===== config.mk =====
export PLATFORM = sky130hd
export DESIGN_NAME = irq_entry_seq
export DESIGN_NICKNAME = d
export VERILOG_FILES = /design/src/rtl/ies_pkg.sv /design/src/rtl/ies_fsm.sv /design/src/rtl/ies_ctx.sv /design/src/rtl/ies_bus.sv /design/src/rtl/irq_entry_seq.sv
export SDC_FILE = /design/constraint.sdc
export NUM_CORES = 1
export LEC_CHECK = 0
export BUFFER_PORTS_ARGS = -buffer_cell sky130_fd_sc_hd__buf_2
export CAP_MARGIN = 0
export CORE_ASPECT_RATIO = 1.75
export CORE_MARGIN = 4
export CORE_UTILIZATION = 54
export DETAILED_ROUTE_END_ITERATION = 8
export GPL_TIMING_DRIVEN = 1
export PLACE_DENSITY = 0.8
export SYNTH_ARGS = -nofsm -noshare
export SYNTH_HDL_FRONTEND = slang
export SYNTH_SLANG_ARGS = --single-unit
export TNS_END_PERCENT = 10

===== constraint.sdc =====
create_clock -name clk -period 4.02 [get_ports clk]
set_clock_uncertainty 0.05 [all_clocks]
set_input_delay 0.201 -clock clk [delete_from_list [all_inputs] [get_ports clk]]
set_output_delay 0.201 -clock clk [all_outputs]
set_load 0.01 [all_outputs]

===== src/rtl/ies_pkg.sv =====
package ies_pkg;
  typedef enum logic [3:0] {
    ST_IDLE,
    ST_PUSH_HI,
    ST_PUSH_LO,
    ST_PUSH_PSR,
    ST_VEC_LO,
    ST_VEC_HI,
    ST_GAP_A,
    ST_GAP_B,
    ST_FETCH
  } ies_state_e;
endpackage


===== src/rtl/ies_fsm.sv =====
module ies_fsm
  import ies_pkg::*;
(
  input  logic       clk,
  input  logic       rst_n,
  input  logic       start,
  input  logic       slow_mode,
  output ies_state_e state_q,
  output ies_state_e state_d,
  output logic       load,
  output logic       busy
);
  logic mode_q;

  assign busy = (state_q != ST_IDLE);
  assign load = start && !busy;

  always_comb begin
    state_d = state_q;
    unique case (state_q)
      ST_IDLE:     if (start) state_d = ST_PUSH_HI;
      ST_PUSH_HI:  state_d = mode_q ? ST_GAP_A    : ST_VEC_LO;
      ST_VEC_LO:   state_d = mode_q ? ST_VEC_HI   : ST_PUSH_LO;
      ST_PUSH_LO:  state_d = mode_q ? ST_GAP_B    : ST_VEC_HI;
      ST_VEC_HI:   state_d = mode_q ? ST_FETCH    : ST_PUSH_PSR;
      ST_PUSH_PSR: state_d = mode_q ? ST_VEC_LO   : ST_FETCH;
      ST_GAP_A:    state_d = ST_PUSH_LO;
      ST_GAP_B:    state_d = ST_PUSH_PSR;
      ST_FETCH:    state_d = ST_IDLE;
      default:     state_d = ST_IDLE;
    endcase
  end

  always_ff @(posedge clk or negedge rst_n) begin
    if (!rst_n) begin
      state_q <= ST_IDLE;
      mode_q  <= 1'b0;
    end else begin
      state_q <= state_d;
      if (load) mode_q <= slow_mode;
    end
  end

  AST_START_IGNORED: assert property (@(posedge clk) disable iff (!rst_n)
    (busy && start) |=> (state_q != ST_PUSH_HI));
endmodule


===== src/rtl/ies_ctx.sv =====
module ies_ctx
  import ies_pkg::*;
#(
  parameter int ADDR_W = 16,
  parameter int DATA_W = 8
) (
  input  logic              clk,
  input  logic              rst_n,
  input  logic              load,
  input  ies_state_e        state_q,
  input  logic [DATA_W-1:0] rdata,
  input  logic [ADDR_W-1:0] pc_in,
  input  logic [DATA_W-1:0] psr_in,
  input  logic [DATA_W-1:0] sp_in,
  output logic [ADDR_W-1:0] cur_pc,
  output logic [DATA_W-1:0] cur_psr,
  output logic [DATA_W-1:0] cur_sp,
  output logic [ADDR_W-1:0] vec_next,
  output logic [ADDR_W-1:0] pc_out,
  output logic [DATA_W-1:0] sp_out
);
  localparam int HI_W = ADDR_W - DATA_W;
  localparam logic [DATA_W-1:0] PUSH_CNT = DATA_W'(3);

  logic [ADDR_W-1:0] pc_q, vec_q;
  logic [DATA_W-1:0] psr_q, sp_q, lo_q;

  // Bypass so the first push, registered at the start edge, sees fresh inputs.
  assign cur_pc  = load ? pc_in  : pc_q;
  assign cur_psr = load ? psr_in : psr_q;
  assign cur_sp  = load ? sp_in  : sp_q;

  assign vec_next = (state_q == ST_VEC_HI) ? {rdata[HI_W-1:0], lo_q} : vec_q;
  assign pc_out   = vec_q;
  assign sp_out   = sp_q - PUSH_CNT;

  always_ff @(posedge clk or negedge rst_n) begin
    if (!rst_n) begin
      pc_q  <= '0;
      psr_q <= '0;
      sp_q  <= '0;
      lo_q  <= '0;
      vec_q <= '0;
    end else begin
      if (load) begin
        pc_q  <= pc_in;
        psr_q <= psr_in;
        sp_q  <= sp_in;
      end
      if (state_q == ST_VEC_LO) lo_q  <= rdata;
      if (state_q == ST_VEC_HI) vec_q <= vec_next;
    end
  end

  AST_LO_KEPT: assert property (@(posedge clk) disable iff (!rst_n)
    (state_q == ST_PUSH_LO) |=> $stable(lo_q));
endmodule


===== src/rtl/ies_bus.sv =====
module ies_bus
  import ies_pkg::*;
#(
  parameter int ADDR_W = 16,
  parameter int DATA_W = 8,
  parameter logic [ADDR_W-DATA_W-1:0] STACK_PAGE = 'h01
) (
  input  logic              clk,
  input  logic              rst_n,
  input  ies_state_e        state_d,
  input  logic [ADDR_W-1:0] cur_pc,
  input  logic [DATA_W-1:0] cur_psr,
  input  logic [DATA_W-1:0] cur_sp,
  input  logic [ADDR_W-1:0] vec_next,
  output logic [ADDR_W-1:0] addr,
  output logic [DATA_W-1:0] wdata,
  output logic              rw,
  output logic              we,
  output logic              done
);
  localparam logic [ADDR_W-1:0] VEC_HI_ADDR = '1;
  localparam logic [ADDR_W-1:0] VEC_LO_ADDR = VEC_HI_ADDR - ADDR_W'(1);
  localparam logic [DATA_W-1:0] ONE = DATA_W'(1);
  localparam logic [DATA_W-1:0] TWO = DATA_W'(2);

  logic [ADDR_W-1:0] addr_d;
  logic [DATA_W-1:0] wdata_d;
  logic              we_d;

  always_comb begin
    addr_d  = addr;
    wdata_d = wdata;
    we_d    = 1'b0;
    unique case (state_d)
      ST_PUSH_HI: begin
        we_d = 1'b1; addr_d = {STACK_PAGE, cur_sp};
        wdata_d = cur_pc[ADDR_W-1:DATA_W];
      end
      ST_PUSH_LO: begin
        we_d = 1'b1; addr_d = {STACK_PAGE, cur_sp - ONE};
        wdata_d = cur_pc[DATA_W-1:0];
      end
      ST_PUSH_PSR: begin
        we_d = 1'b1; addr_d = {STACK_PAGE, cur_sp - TWO};
        wdata_d = cur_psr;
      end
      ST_VEC_LO: addr_d = VEC_LO_ADDR;
      ST_VEC_HI: addr_d = VEC_HI_ADDR;
      ST_FETCH:  addr_d = vec_next;
      default: ;
    endcase
  end

  always_ff @(posedge clk or negedge rst_n) begin
    if (!rst_n) begin
      addr  <= '0;
      wdata <= '0;
      we    <= 1'b0;
      rw    <= 1'b1;
      done  <= 1'b0;
    end else begin
      addr  <= addr_d;
      wdata <= wdata_d;
      we    <= we_d;
      rw    <= !we_d;
      done  <= (state_d == ST_FETCH);
    end
  end

  AST_WE_SPACED: assert property (@(posedge clk) disable iff (!rst_n)
    we |=> !we);
  AST_WE_IS_WRITE: assert property (@(posedge clk) disable iff (!rst_n)
    we |-> !rw);
  AST_STACK_PAGE: assert property (@(posedge clk) disable iff (!rst_n)
    we |-> (addr[ADDR_W-1:DATA_W] == STACK_PAGE));
  AST_DONE_PULSE: assert property (@(posedge clk) disable iff (!rst_n)
    done |=> !done);
  AST_DONE_READ: assert property (@(posedge clk) disable iff (!rst_n)
    done |-> (rw && !we));
endmodule


===== src/rtl/irq_entry_seq.sv =====
module irq_entry_seq
  import ies_pkg::*;
#(
  parameter int ADDR_W = 16,
  parameter int DATA_W = 8,
  parameter logic [ADDR_W-DATA_W-1:0] STACK_PAGE = 'h01
) (
  input  logic              clk,
  input  logic              rst_n,
  input  logic              start,
  input  logic              slow_mode,
  input  logic [ADDR_W-1:0] pc_in,
  input  logic [DATA_W-1:0] psr_in,
  input  logic [DATA_W-1:0] sp_in,
  input  logic [DATA_W-1:0] rdata,
  output logic [ADDR_W-1:0] addr,
  output logic [DATA_W-1:0] wdata,
  output logic              rw,
  output logic              we,
  output logic              busy,
  output logic              done,
  output logic [ADDR_W-1:0] pc_out,
  output logic [DATA_W-1:0] sp_out
);
  ies_state_e        state_q, state_d;
  logic              load;
  logic [ADDR_W-1:0] cur_pc, vec_next;
  logic [DATA_W-1:0] cur_psr, cur_sp;

  ies_fsm u_fsm (
    .clk(clk), .rst_n(rst_n), .start(start), .slow_mode(slow_mode),
    .state_q(state_q), .state_d(state_d), .load(load), .busy(busy)
  );

  ies_ctx #(.ADDR_W(ADDR_W), .DATA_W(DATA_W)) u_ctx (
    .clk(clk), .rst_n(rst_n), .load(load), .state_q(state_q), .rdata(rdata),
    .pc_in(pc_in), .psr_in(psr_in), .sp_in(sp_in),
    .cur_pc(cur_pc), .cur_psr(cur_psr), .cur_sp(cur_sp),
    .vec_next(vec_next), .pc_out(pc_out), .sp_out(sp_out)
  );

  ies_bus #(.ADDR_W(ADDR_W), .DATA_W(DATA_W), .STACK_PAGE(STACK_PAGE)) u_bus (
    .clk(clk), .rst_n(rst_n), .state_d(state_d),
    .cur_pc(cur_pc), .cur_psr(cur_psr), .cur_sp(cur_sp), .vec_next(vec_next),
    .addr(addr), .wdata(wdata), .rw(rw), .we(we), .done(done)
  );
endmodule


# Word-level counts from Yosys, hierarchy flattened

Cells that the tools add are included.

Bits in registers: 88
Latch bits: 0
Bits in writable memories: 0
Memory bits (read-only): 0
Input bits: 44
Output and inout bits: 52
Logic and storage cells: 50
Memories: 0

Add/subtract/negate cells: 3
$mul: 0
Divide/modulo/power cells: 0
Order comparisons: 0
Equality and inequality tests: 13
Shifts and indexed selects: 0
Multiplexer cells: 14
Bitwise gates (word level): 0
Reduce and logical (&&, ||, !) cells: 8

Operators by type and width:

| operator                                             | number |
|---|---|
| one-hot mux 16 bit (6 select lines)                  | 1 |
| 2-to-1 mux 16 bit                                    | 2 |
| one-hot mux 4 bit (8 select lines)                   | 1 |
| equality test 4 x 3 -> 1 bit (second input constant) | 6 |
| one-hot mux 8 bit (3 select lines)                   | 1 |
| equality test 4 x 2 -> 1 bit (second input constant) | 4 |
| 2-to-1 mux 8 bit                                     | 2 |
| subtractor 8 x 2 -> 8 bit (second input constant)    | 2 |
| 2-to-1 mux 4 bit                                     | 3 |
| equality test 4 x 1 -> 1 bit (second input constant) | 2 |
| subtractor 8 x 1 -> 8 bit (second input constant)    | 1 |
| nonzero test 6 bit                                   | 1 |
| equality test 4 bit (second input constant)          | 1 |
| logical NOT 4 bit                                    | 1 |
| 2-to-1 mux 2 bit                                     | 2 |
| nonzero test 4 bit                                   | 1 |
| 2-to-1 mux 3 bit                                     | 1 |
| nonzero test 3 bit                                   | 1 |
| OR reduction 3 bit                                   | 1 |
| logical NOT 1 bit                                    | 2 |
| logical AND 1 bit                                    | 1 |
| 2-to-1 mux 1 bit                                     | 1 |

# Depth between registers and ports, before layout

Gate-level depths: netlist of run 1.

Depth in word-level cells: 6
Depth in mapped cells: 13

# By module

From an unflattened synthesis of run 1, not the netlist that was laid out.

Cell total of the unflattened synthesis: 405
Area, all modules: 4524.3 µm²

Modules (own cells, without submodules):

| module  | times used | cells each | area an instance (µm²) | seq. area each (µm²) |
|---|---|---|---|---|
| ies_ctx | 1          | 153        | 2403.6                 | 1401.3 |
| ies_bus | 1          | 219        | 1821.7                 | 676.9 |
| ies_fsm | 1          | 33         | 299.0                  | 125.1 |

# Least setup slack after synthesis of run 1

Ideal clock, no wire load.

Path kind: register to register
Start: register u_fsm.state_q[0]
End: register u_bus.addr[5]
Arrival: 2.801 ns
Setup slack: 1.043 ns
Stages on the path, launching flop included: 13
Path buffers: 3
Clock period less this slack: 2.977 ns
Path through: dfrtp_1 > buf_6 > or4b_4 > nor2_8 > buf_12 > buf_4 > mux2i_1 > ha_1 > nand2_1 > nor3_1 > nor2_1 > and3_1 > o32a_1

Longest elaborated chain between the ends: 6
Elaborated cells between the ends (all ways): 25

Ends and longest elaborated chain:

| item                                                                          | RTL line                     | RTL |
|---|---|---|
| start: declaration                                                            | ies_fsm.sv:8                 | `output ies_state_e state_q,` |
| start signal: assignment                                                      | ies_fsm.sv:39                | `state_q <= state_d;` |
| nonzero test 4 bit                                                            | ies_fsm.sv:15                | `assign busy = (state_q != ST_IDLE);` |
| logical NOT 1 bit                                                             | ies_fsm.sv:16                | `assign load = start && !busy;` |
| logical AND 1 bit                                                             | ies_fsm.sv:16                |  |
| 2-to-1 mux 8 bit                                                              | ies_ctx.sv:31                | `assign cur_sp = load ? sp_in : sp_q;` |
| subtractor 8 x 2 -> 8 bit / subtractor 8 x 1 -> 8 bit (equally long branches) | ies_bus.sv:44, ies_bus.sv:40 |  |
| one-hot mux 16 bit (6 select lines)                                           | ies_bus.sv:34                | `unique case (state_d)` |
| end signal: assignment                                                        | ies_bus.sv:62                | `addr <= addr_d;` |
| end: declaration                                                              | ies_bus.sv:15                | `output logic [ADDR_W-1:0] addr,` |

Parallel ways exist; a longest one is shown, timed or not.
A chain may end at the register's enable or synchronous reset.

# Worst setup path after layout of run 1

Start: register u_fsm.state_q[0]
End: register u_bus.wdata[1]

Longest elaborated chain between the ends: 5
Elaborated cells between the ends (all ways): 20

Ends and longest elaborated chain:

| item                               | RTL line            | RTL |
|---|---|---|
| nonzero test 4 bit                 | ies_fsm.sv:15       |  |
| logical NOT 1 bit                  | ies_fsm.sv:16       |  |
| logical AND 1 bit                  | ies_fsm.sv:16       |  |
| 2-to-1 mux 16 bit                  | --                  |  |
| net cur_pc[1]                      | irq_entry_seq.sv:27 | `logic [ADDR_W-1:0] cur_pc, vec_next;` |
| one-hot mux 8 bit (3 select lines) | ies_bus.sv:34       |  |
| end signal: assignment             | ies_bus.sv:63       | `wdata <= wdata_d;` |
| end: declaration                   | ies_bus.sv:16       | `output logic [DATA_W-1:0] wdata,` |

The timed path passes the listed nets, and every way through them passes these cells.

==> flow_metrics.env, run 1 <==
export IMPL_synth_simple_area_share_pct=9.29
export IMPL_antenna_found_initial=0
export IMPL_die_x_um=75.7
export IMPL_finalSetupViolations=0
export IMPL_syn_nets=423
export IMPL_cp_common_cell="mux2_2"
export IMPL_pwr_share_seq_pct=32.8
export IMPL_ctsHoldBuffers=0
export IMPL_fin_area_um2=5190
export IMPL_clk_latency_ns=0.33
export IMPL_hpwl_um=7280
export IMPL_cts_root_buf="clkbuf_16"
export IMPL_p_per_area_nw_per_um2=992
export IMPL_n_antenna_cell=0
export IMPL_cpPeakStageDelay_ns=0.67
export IMPL_grt_overflow=0
export IMPL_path_cells="or4b_4, nor2_8, buf_4, mux2_2, mux2_2, mux2_2, mux2_2"
export IMPL_synthAdderAreaFrac_pct=0.866
export IMPL_numPortBuffers=95
export IMPL_tns_ns=0
export IMPL_synth_top_family_by_area="multiplexers"
export IMPL_grt_setup_unrepaired="no"
export IMPL_syn_inst=376
export IMPL_p_int_w=0.00315
export IMPL_startpoint_type="register"
export IMPL_drv_slew=0
export IMPL_drt_vias_per_instance=5.81
export IMPL_slew_headroom_pct=28.3
export IMPL_ant_nets=0
export IMPL_track_usage_pct=22.3
export IMPL_grt_start_max_net_pins=89
export IMPL_io_pin_count=96
export IMPL_routabilityCongestion=0.938
export IMPL_num_vias=3269
export IMPL_cp_data_required_time_ns=4.19
export IMPL_numClockSinks=88
export IMPL_grt_pass1_vias=3420
export IMPL_status="finished, violations left"
export IMPL_vdd_drop_max_mv=0.601
export IMPL_fp_row_count=43
export IMPL_clk_pin_slew_ns=0.06
export IMPL_synthMuxAreaShare_pct=21.8
export IMPL_synthToLayoutAreaGrowth_pct=19.6
export IMPL_cts_buffers_inserted=9
export IMPL_ys_types=54
export IMPL_critical_path_top_delay_family="multiplexers"
export IMPL_worstSetupPathType="reg -> reg"
export IMPL_layout_drive_gt1_share_pct=40.0
export IMPL_wl_um=9910
export IMPL_place_area_um2=4860
export IMPL_fin_crit_sh_pct=79.8
export IMPL_wire_per_inst_um=17.6
export IMPL_first_pass_iters=4
export IMPL_fin_nets=515
export IMPL_fin_total_pwr_w=0.00515
export IMPL_cts_tree="done"
export IMPL_dr_first_iter_drc_count=198
export IMPL_cp_slowest_cell="or4b_4"
export IMPL_design_core_area_um2=7860
export IMPL_die_h_um=127
export IMPL_cts_buffer_depth=2
export IMPL_drc=0
export IMPL_finalHoldViolations=4
export IMPL_synthFlopType="dfrtp_1"
export IMPL_switching_share_pct=38.9
export IMPL_ys_ff_latch=88
export IMPL_ys_async_sr_fraction_pct=100
export IMPL_r2r_end="u_bus.wdata[1]$_DFFE_PN0N_"
export IMPL_reg2reg_depth=7
export IMPL_min_path_type="in -> async"
export IMPL_fmax_mhz=312
export IMPL_synth_xor_area_share_pct=1.82
export IMPL_fin_cells=563
export IMPL_crit_buf_inv=1
export IMPL_comb_power_share_pct=49.8
export IMPL_worst_pin_slew_ns=1.08
export IMPL_start_util_pct=55.2
export IMPL_holdWs_ns=-0.00739
export IMPL_critPathCaptureType="register"
export IMPL_p_leak_nw=2.44
export IMPL_reg2reg_slack_ns=0.81
export IMPL_syn_area_per_cell_um2=11.5
export IMPL_synth_edff_count=0
export IMPL_drv_cap=0
export IMPL_post_cts_buffers=0
export IMPL_power_frac_clock_pct=17.4
export IMPL_timing_rr_start="u_fsm.state_q[0]$_DFF_PN0_"
export IMPL_final_core_util_pct=66.0
export IMPL_p_switching_w=0.00200
export IMPL_period_minus_slack_ns=3.21
export IMPL_crit_arrival_ns=3.38
export IMPL_place_inst=547
export IMPL_grt_pass1_wl_um=16300
export IMPL_synth_compound_area_share_pct=10.3
export IMPL_ys_seq_area_share_pct=50.8
export IMPL_ctsResizeCount=0
export IMPL_ys_warn_count=0
export IMPL_netlist_area_um2=4340
export IMPL_htree_levels=3
export IMPL_dieArea_um2=9580
export IMPL_critPathMaxFanout=37
export IMPL_violations="negative hold slack"
[power by group through the flow]
stage | combinational [W] | sequential [W] | clock [W]
CTS | 0.00259 | 0.00169 | 0.000909
global placement | 0.00251 | 0.00167 | 0
floorplan | 0.00184 | 0.00165 | 0
detailed placement | 0.00257 | 0.00170 | 0
finish | 0.00256 | 0.00169 | 0.000894
global route | 0.00282 | 0.00175 | 0.000945
[metal layers]
metal | GRT usage, % | share of wire [%] | up-vias
met3 | 5.39 | 5.2 | 34
li1 | - | - | 1517
met2 | 38.3 | 55 | 103
met1 | 24.7 | 36 | 1615
met4 | 10.9 | 4.1 | 0
met5 | 0 | 0 | -
[through the flow]
step / hold slack [ns] / setup slack, ns
global route: 0.0383 / 0.567
finish: -0.00739 / 0.814
floorplan: -0.145 / 1.04
global placement: 0.388 / 0.928
CTS: 0.0376 / 0.832
detailed placement: 0.391 / 0.840
[cell families after synthesis]
kind of cell	after synthesis
buffers and inverters	45
AOI/OAI and AO/OA	67
xor gates and xnor gates	9
and+or+nand+nor	78
muxes	86
DFF	88
adders and majority gates	3
[cell usage after synthesis (2+ instances only)]
| cell type | n | area [µm²] |
|---|---|---|
| clkinv_1 | 2 | 7.51 |
| buf_2 | 4 | 20.0 |
| nor3_1 | 8 | 40.0 |
| o21ai_1 | 2 | 10.0 |
| a21oi_1 | 20 | 100 |
| a31oi_1 | 5 | 31.3 |
| nand4_1 | 3 | 18.8 |
| o211ai_1 | 3 | 22.5 |
| a21o_1 | 7 | 52.6 |
| o32a_1 | 3 | 30.0 |
| xor2_1 | 3 | 26.3 |
| buf_4 | 2 | 15.0 |
| dfrtp_1 | 87 | 2180 |
| inv_1 | 22 | 82.6 |
| ha_1 | 3 | 37.5 |
| xnor2_1 | 6 | 52.6 |
| nand2b_1 | 4 | 25.0 |
| nand3_1 | 7 | 35.0 |
| mux2_2 | 67 | 754 |
| o21ai_0 | 9 | 45.0 |
| or3_1 | 3 | 18.8 |
| a211oi_1 | 3 | 22.5 |
| clkbuf_1 | 11 | 41.3 |
| nand2_1 | 22 | 82.6 |
| buf_12 | 2 | 40.0 |
| and3_1 | 4 | 25.0 |
| mux2i_1 | 19 | 190 |
| nand3b_1 | 2 | 15.0 |
| nor2_1 | 18 | 67.6 |
[final cells by class]
class | instances | area [µm²]
Clock buffer | 12 | 246
Clock inverter | 4 | 77.6
Fill cell | 612 | 2670
Inverter | 24 | 90.1
Multi-Input combinational cell | 243 | 1930
Sequential cell | 88 | 2200
Tap cell | 90 | 113
Timing Repair Buffer | 102 | 531
[placed cells by master (no fill, tap or decap), types with 4 or more instances in the layout]
master and n:
buf_2 94, dfrtp_1 87, mux2_2 67, inv_1 22
nand2_1 22, a21oi_1 20, mux2i_1 19, nor2_1 18
o21ai_0 9, clkbuf_16 9, nor3_1 8, buf_4 8
nand3_1 7, a21o_1 7, xnor2_1 6, a31oi_1 5
and3_1 4, nand2b_1 4
[state kept, by name, summed over array words and instances, names as in the netlist]
signal         count
u_ctx.pc_out      16
u_bus.we           1
u_bus.addr        16
u_bus.done         1
u_ctx.psr_q        8
u_fsm.mode_q       1
u_ctx.sp_q         8
u_bus.rw           1
u_fsm.state_q      4
u_bus.wdata        8
u_ctx.pc_q        16
u_ctx.lo_q         8
[worst max-delay path by stage]
stage	startpoint	depth (start not counted)	slack [ns]	end
2_1_floorplan	u_fsm.state_q[0]$_DFF_PN0_	12	1.04	u_bus.addr[5]$_DFFE_PN0P_
3_3_place_gp	u_fsm.state_q[0]$_DFF_PN0_	7	0.93	u_bus.wdata[3]$_DFFE_PN0N_
3_5_place_dp	u_fsm.state_q[0]$_DFF_PN0_	7	0.84	u_bus.wdata[1]$_DFFE_PN0N_
4_1_cts	u_fsm.state_q[0]$_DFF_PN0_	7	0.83	u_bus.wdata[1]$_DFFE_PN0N_
5_1_grt	u_fsm.state_q[0]$_DFF_PN0_	8	0.57	u_bus.addr[1]$_DFFE_PN0P_
6_report	u_fsm.state_q[0]$_DFF_PN0_	7	0.81	u_bus.wdata[1]$_DFFE_PN0N_
Note: power is estimated with default switching activity, not from simulation.
==> run 2, diff against run 1 <==
- ABC_AREA: default -> 1
- CORE_UTILIZATION: 54 -> 49
- PLACE_DENSITY: 0.8 -> 0.76
- clock period: 4.02 -> 2.7 ns (I/O delays scaled with it)
==> run 2 against run 1 <==
  * The run now ends clean
  * Sequential power increased by 39%
  * Global-route usage shrank 0.32 points
  * Cell count up 36%
  * Hold slack better by 0.014 ns
  * Area after synthesis increased by 1.7%
  * Core utilization fell by 2.0 points
  * Critical path depth grew 7
  * Power rose by 50%
  * First-iteration DRC count up 6.1%
  * Die area rose by 11%
  * Largest cell class unchanged
==> flow_metrics.env, run 2 <==
export IMPL_layout_drive_gt1_share_pct=26.1
export IMPL_grt_start_max_net_pins=89
export IMPL_ant_nets=0
export IMPL_cp_data_required_time_ns=2.88
export IMPL_fin_cells=765
export IMPL_layout_commonest_cell="nand2_1"
export IMPL_drc=0
export IMPL_crit_buf_inv=1
export IMPL_netlist_area_um2=4410
export IMPL_syn_inst=520
export IMPL_synth_edff_count=0
export IMPL_n_antenna_cell=0
export IMPL_die_h_um=134
export IMPL_syn_area_per_cell_um2=8.48
export IMPL_use_met1_pct=25.7
export IMPL_grt_setup_unrepaired="no"
export IMPL_p_leak_nw=2.95
export IMPL_dr_first_iter_drc_count=210
export IMPL_grt_use_met2_pct=37.6
export IMPL_critPathMaxFanout=14
export IMPL_critical_path_top_delay_family="simple AND/OR/NAND/NOR gates"
export IMPL_finalHoldViolations=0
export IMPL_numPortBuffers=95
export IMPL_period_minus_slack_ns=2.39
export IMPL_path_cells="nor2_8, nand3_2, nand2_1, nand2_1, nand2_2, nand2_2, nand2_2, nand2_8, nand2_2, inv_2, nor2_1, nand2_1, nor2_1, nor2_1"
export IMPL_drv_cap=0
export IMPL_status="completed"
export IMPL_synth_top_area_share_pct=49.4
export IMPL_synthTopCellsByCount="nand2_1, dfrtp_1, inv_1"
export IMPL_drv_slew=0
export IMPL_reg2reg_slack_ns=0.31
export IMPL_cp_slowest_cell="dfrtp_1"
export IMPL_numClockSinks=88
export IMPL_ys_warn_count=0
export IMPL_startpoint_type="register"
export IMPL_die_x_um=79.7
export IMPL_final_core_util_pct=64.0
export IMPL_fin_nets=690
export IMPL_start_util_pct=50.5
export IMPL_cts_tree="done"
export IMPL_vdd_drop_max_mv=0.799
export IMPL_ys_types=41
export IMPL_ys_async_sr_fraction_pct=100
export IMPL_cts_buffers_inserted=9
export IMPL_hpwl_um=7850
export IMPL_fp_row_count=45
export IMPL_io_pin_count=96
export IMPL_clk_latency_ns=0.34
export IMPL_worst_pin_slew_ns=1.06
export IMPL_synthTopCellsByArea="dfrtp_1, nand2_1, inv_1"
export IMPL_dieArea_um2=10600
export IMPL_wl_um=10900
export IMPL_clk_pin_slew_ns=0.06
export IMPL_htree_levels=3
export IMPL_antenna_found_initial=0
export IMPL_tns_ns=0
export IMPL_design_core_area_um2=8730
export IMPL_critPathCaptureType="register"
export IMPL_met3_usage_pct=4.40
export IMPL_cts_root_buf="clkbuf_16"
export IMPL_grt_pass1_vias=3987
export IMPL_place_area_um2=4960
export IMPL_final_cell_mix="nand2_1, buf_2, dfrtp_1"
export IMPL_p_per_area_nw_per_um2=1390
export IMPL_cp_common_cell="nand2_2"
export IMPL_first_pass_iters=5
export IMPL_fin_area_um2=5590
export IMPL_synthFlopType="dfrtp_1"
export IMPL_crit_arrival_ns=2.57
export IMPL_wire_per_inst_um=14.2
export IMPL_syn_nets=567
export IMPL_drt_vias_per_instance=5.08
export IMPL_routabilityCongestion=0.891
export IMPL_cts_buffer_depth=2
export IMPL_yosysMostFrequentCell="nand2_1"
export IMPL_num_vias=3890
export IMPL_finalSetupViolations=0
export IMPL_synth_top_area_cell="dfrtp_1"
export IMPL_track_usage_pct=22.0
export IMPL_grt_overflow=0
export IMPL_busiest_layer="met2"
export IMPL_cpPeakStageDelay_ns=0.48
export IMPL_min_path_type="in -> reg"
export IMPL_place_inst=719
export IMPL_slew_headroom_pct=29.7
export IMPL_synthToLayoutAreaGrowth_pct=26.7
export IMPL_ys_seq_area_share_pct=50.0
export IMPL_ys_ff_latch=88
export IMPL_fin_crit_sh_pct=88.5
export IMPL_fin_total_pwr_w=0.00774
export IMPL_grt_pass1_wl_um=18300
export IMPL_fmax_mhz=419
export IMPL_worstSetupPathType="reg -> reg"
==> run 2: changes by cell type after synthesis, sizes merged, moves of 6 or more <==
cell	previous run	this run
a21o	7	0
clkbuf	11	3
inv	22	54
mux2	67	12
mux2i	19	1
nand2	22	201
nand3	7	28
nor2	19	38
nor3	8	2
o21ai	11	25
==> run 2: cells by family (layout without fill, tap and decap cells) <==
kind of cell,Yosys count,in the layout,synth area share (%)
compound gates,62,62,8.88
xor+xnor,7,7,1.39
fa+ha+maj,3,3,0.851
buf+inv,71,199,7.01
flops,88,88,50.0
mux,13,13,3.29
simple gates,276,276,28.6
==> run 2: path summary, 6_finish.rpt <==
check                                           start                     endpoint  cells past startpoint
max reg2reg                u_fsm.state_q[3]$_DFF_PN0_    u_bus.addr[6]$_DFFE_PN0P_                     14
min in group asynchronous                       rst_n  u_ctx.pc_out[3]$_DFFE_PN0N_                      2
max in group asynchronous                       rst_n     u_ctx.psr_q[5]$_DFF_PN0_                      2
min reg2reg                  u_ctx.psr_q[0]$_DFF_PN0_     u_ctx.psr_q[0]$_DFF_PN0_                      2
max                        u_fsm.state_q[3]$_DFF_PN0_    u_bus.addr[6]$_DFFE_PN0P_                     14
min                                          rdata[3]    u_ctx.lo_q[3]$_DFFE_PN0N_                      2
==> run 2: final cells by class <==
class | instances | area [µm²]
Fill cell | 710 | 3140
Sequential cell | 88 | 2200
Multi-Input combinational cell | 361 | 1900
Timing Repair Buffer | 129 | 808
Clock buffer | 11 | 243
Inverter | 54 | 203
Tap cell | 117 | 146
Clock inverter | 5 | 78.8
==> run 2: power by group <==
part,switching (W),internal [W],total [W]
Clock,0.000488,0.000835,0.00132
Sequential,0.000360,0.00199,0.00235
Combinational,0.00261,0.00146,0.00406
Total,0.00345,0.00429,0.00774
==> run 2: timing repair <==
item                                    in CTS  in global routing
resized for setup                            0                  1
hold buffers                                30                  0
endpoints found under the setup margin       0                  1
endpoints found under the hold margin      100                  0
buffers inserted                             0                  0
==> run 2: per-layer routing <==
layer / share of wire, % / wire, µm / up-vias
li1: - / - / 1912
met2: 52 / 5590 / 147
met3: 6.2 / 677 / 26
met1: 39 / 4210 / 1805
met5: 0 / 0 / -
met4: 3.5 / 379 / 0
==> run 2: through the flow <==
stage,hold WS (ns),worst slack (ns)
after floorplan,-0.211,0.686
after global placement,0.292,0.366
after detailed placement,0.299,0.276
after CTS,0.00265,0.274
after global routing,0.0198,0.0740
final,0.00688,0.311
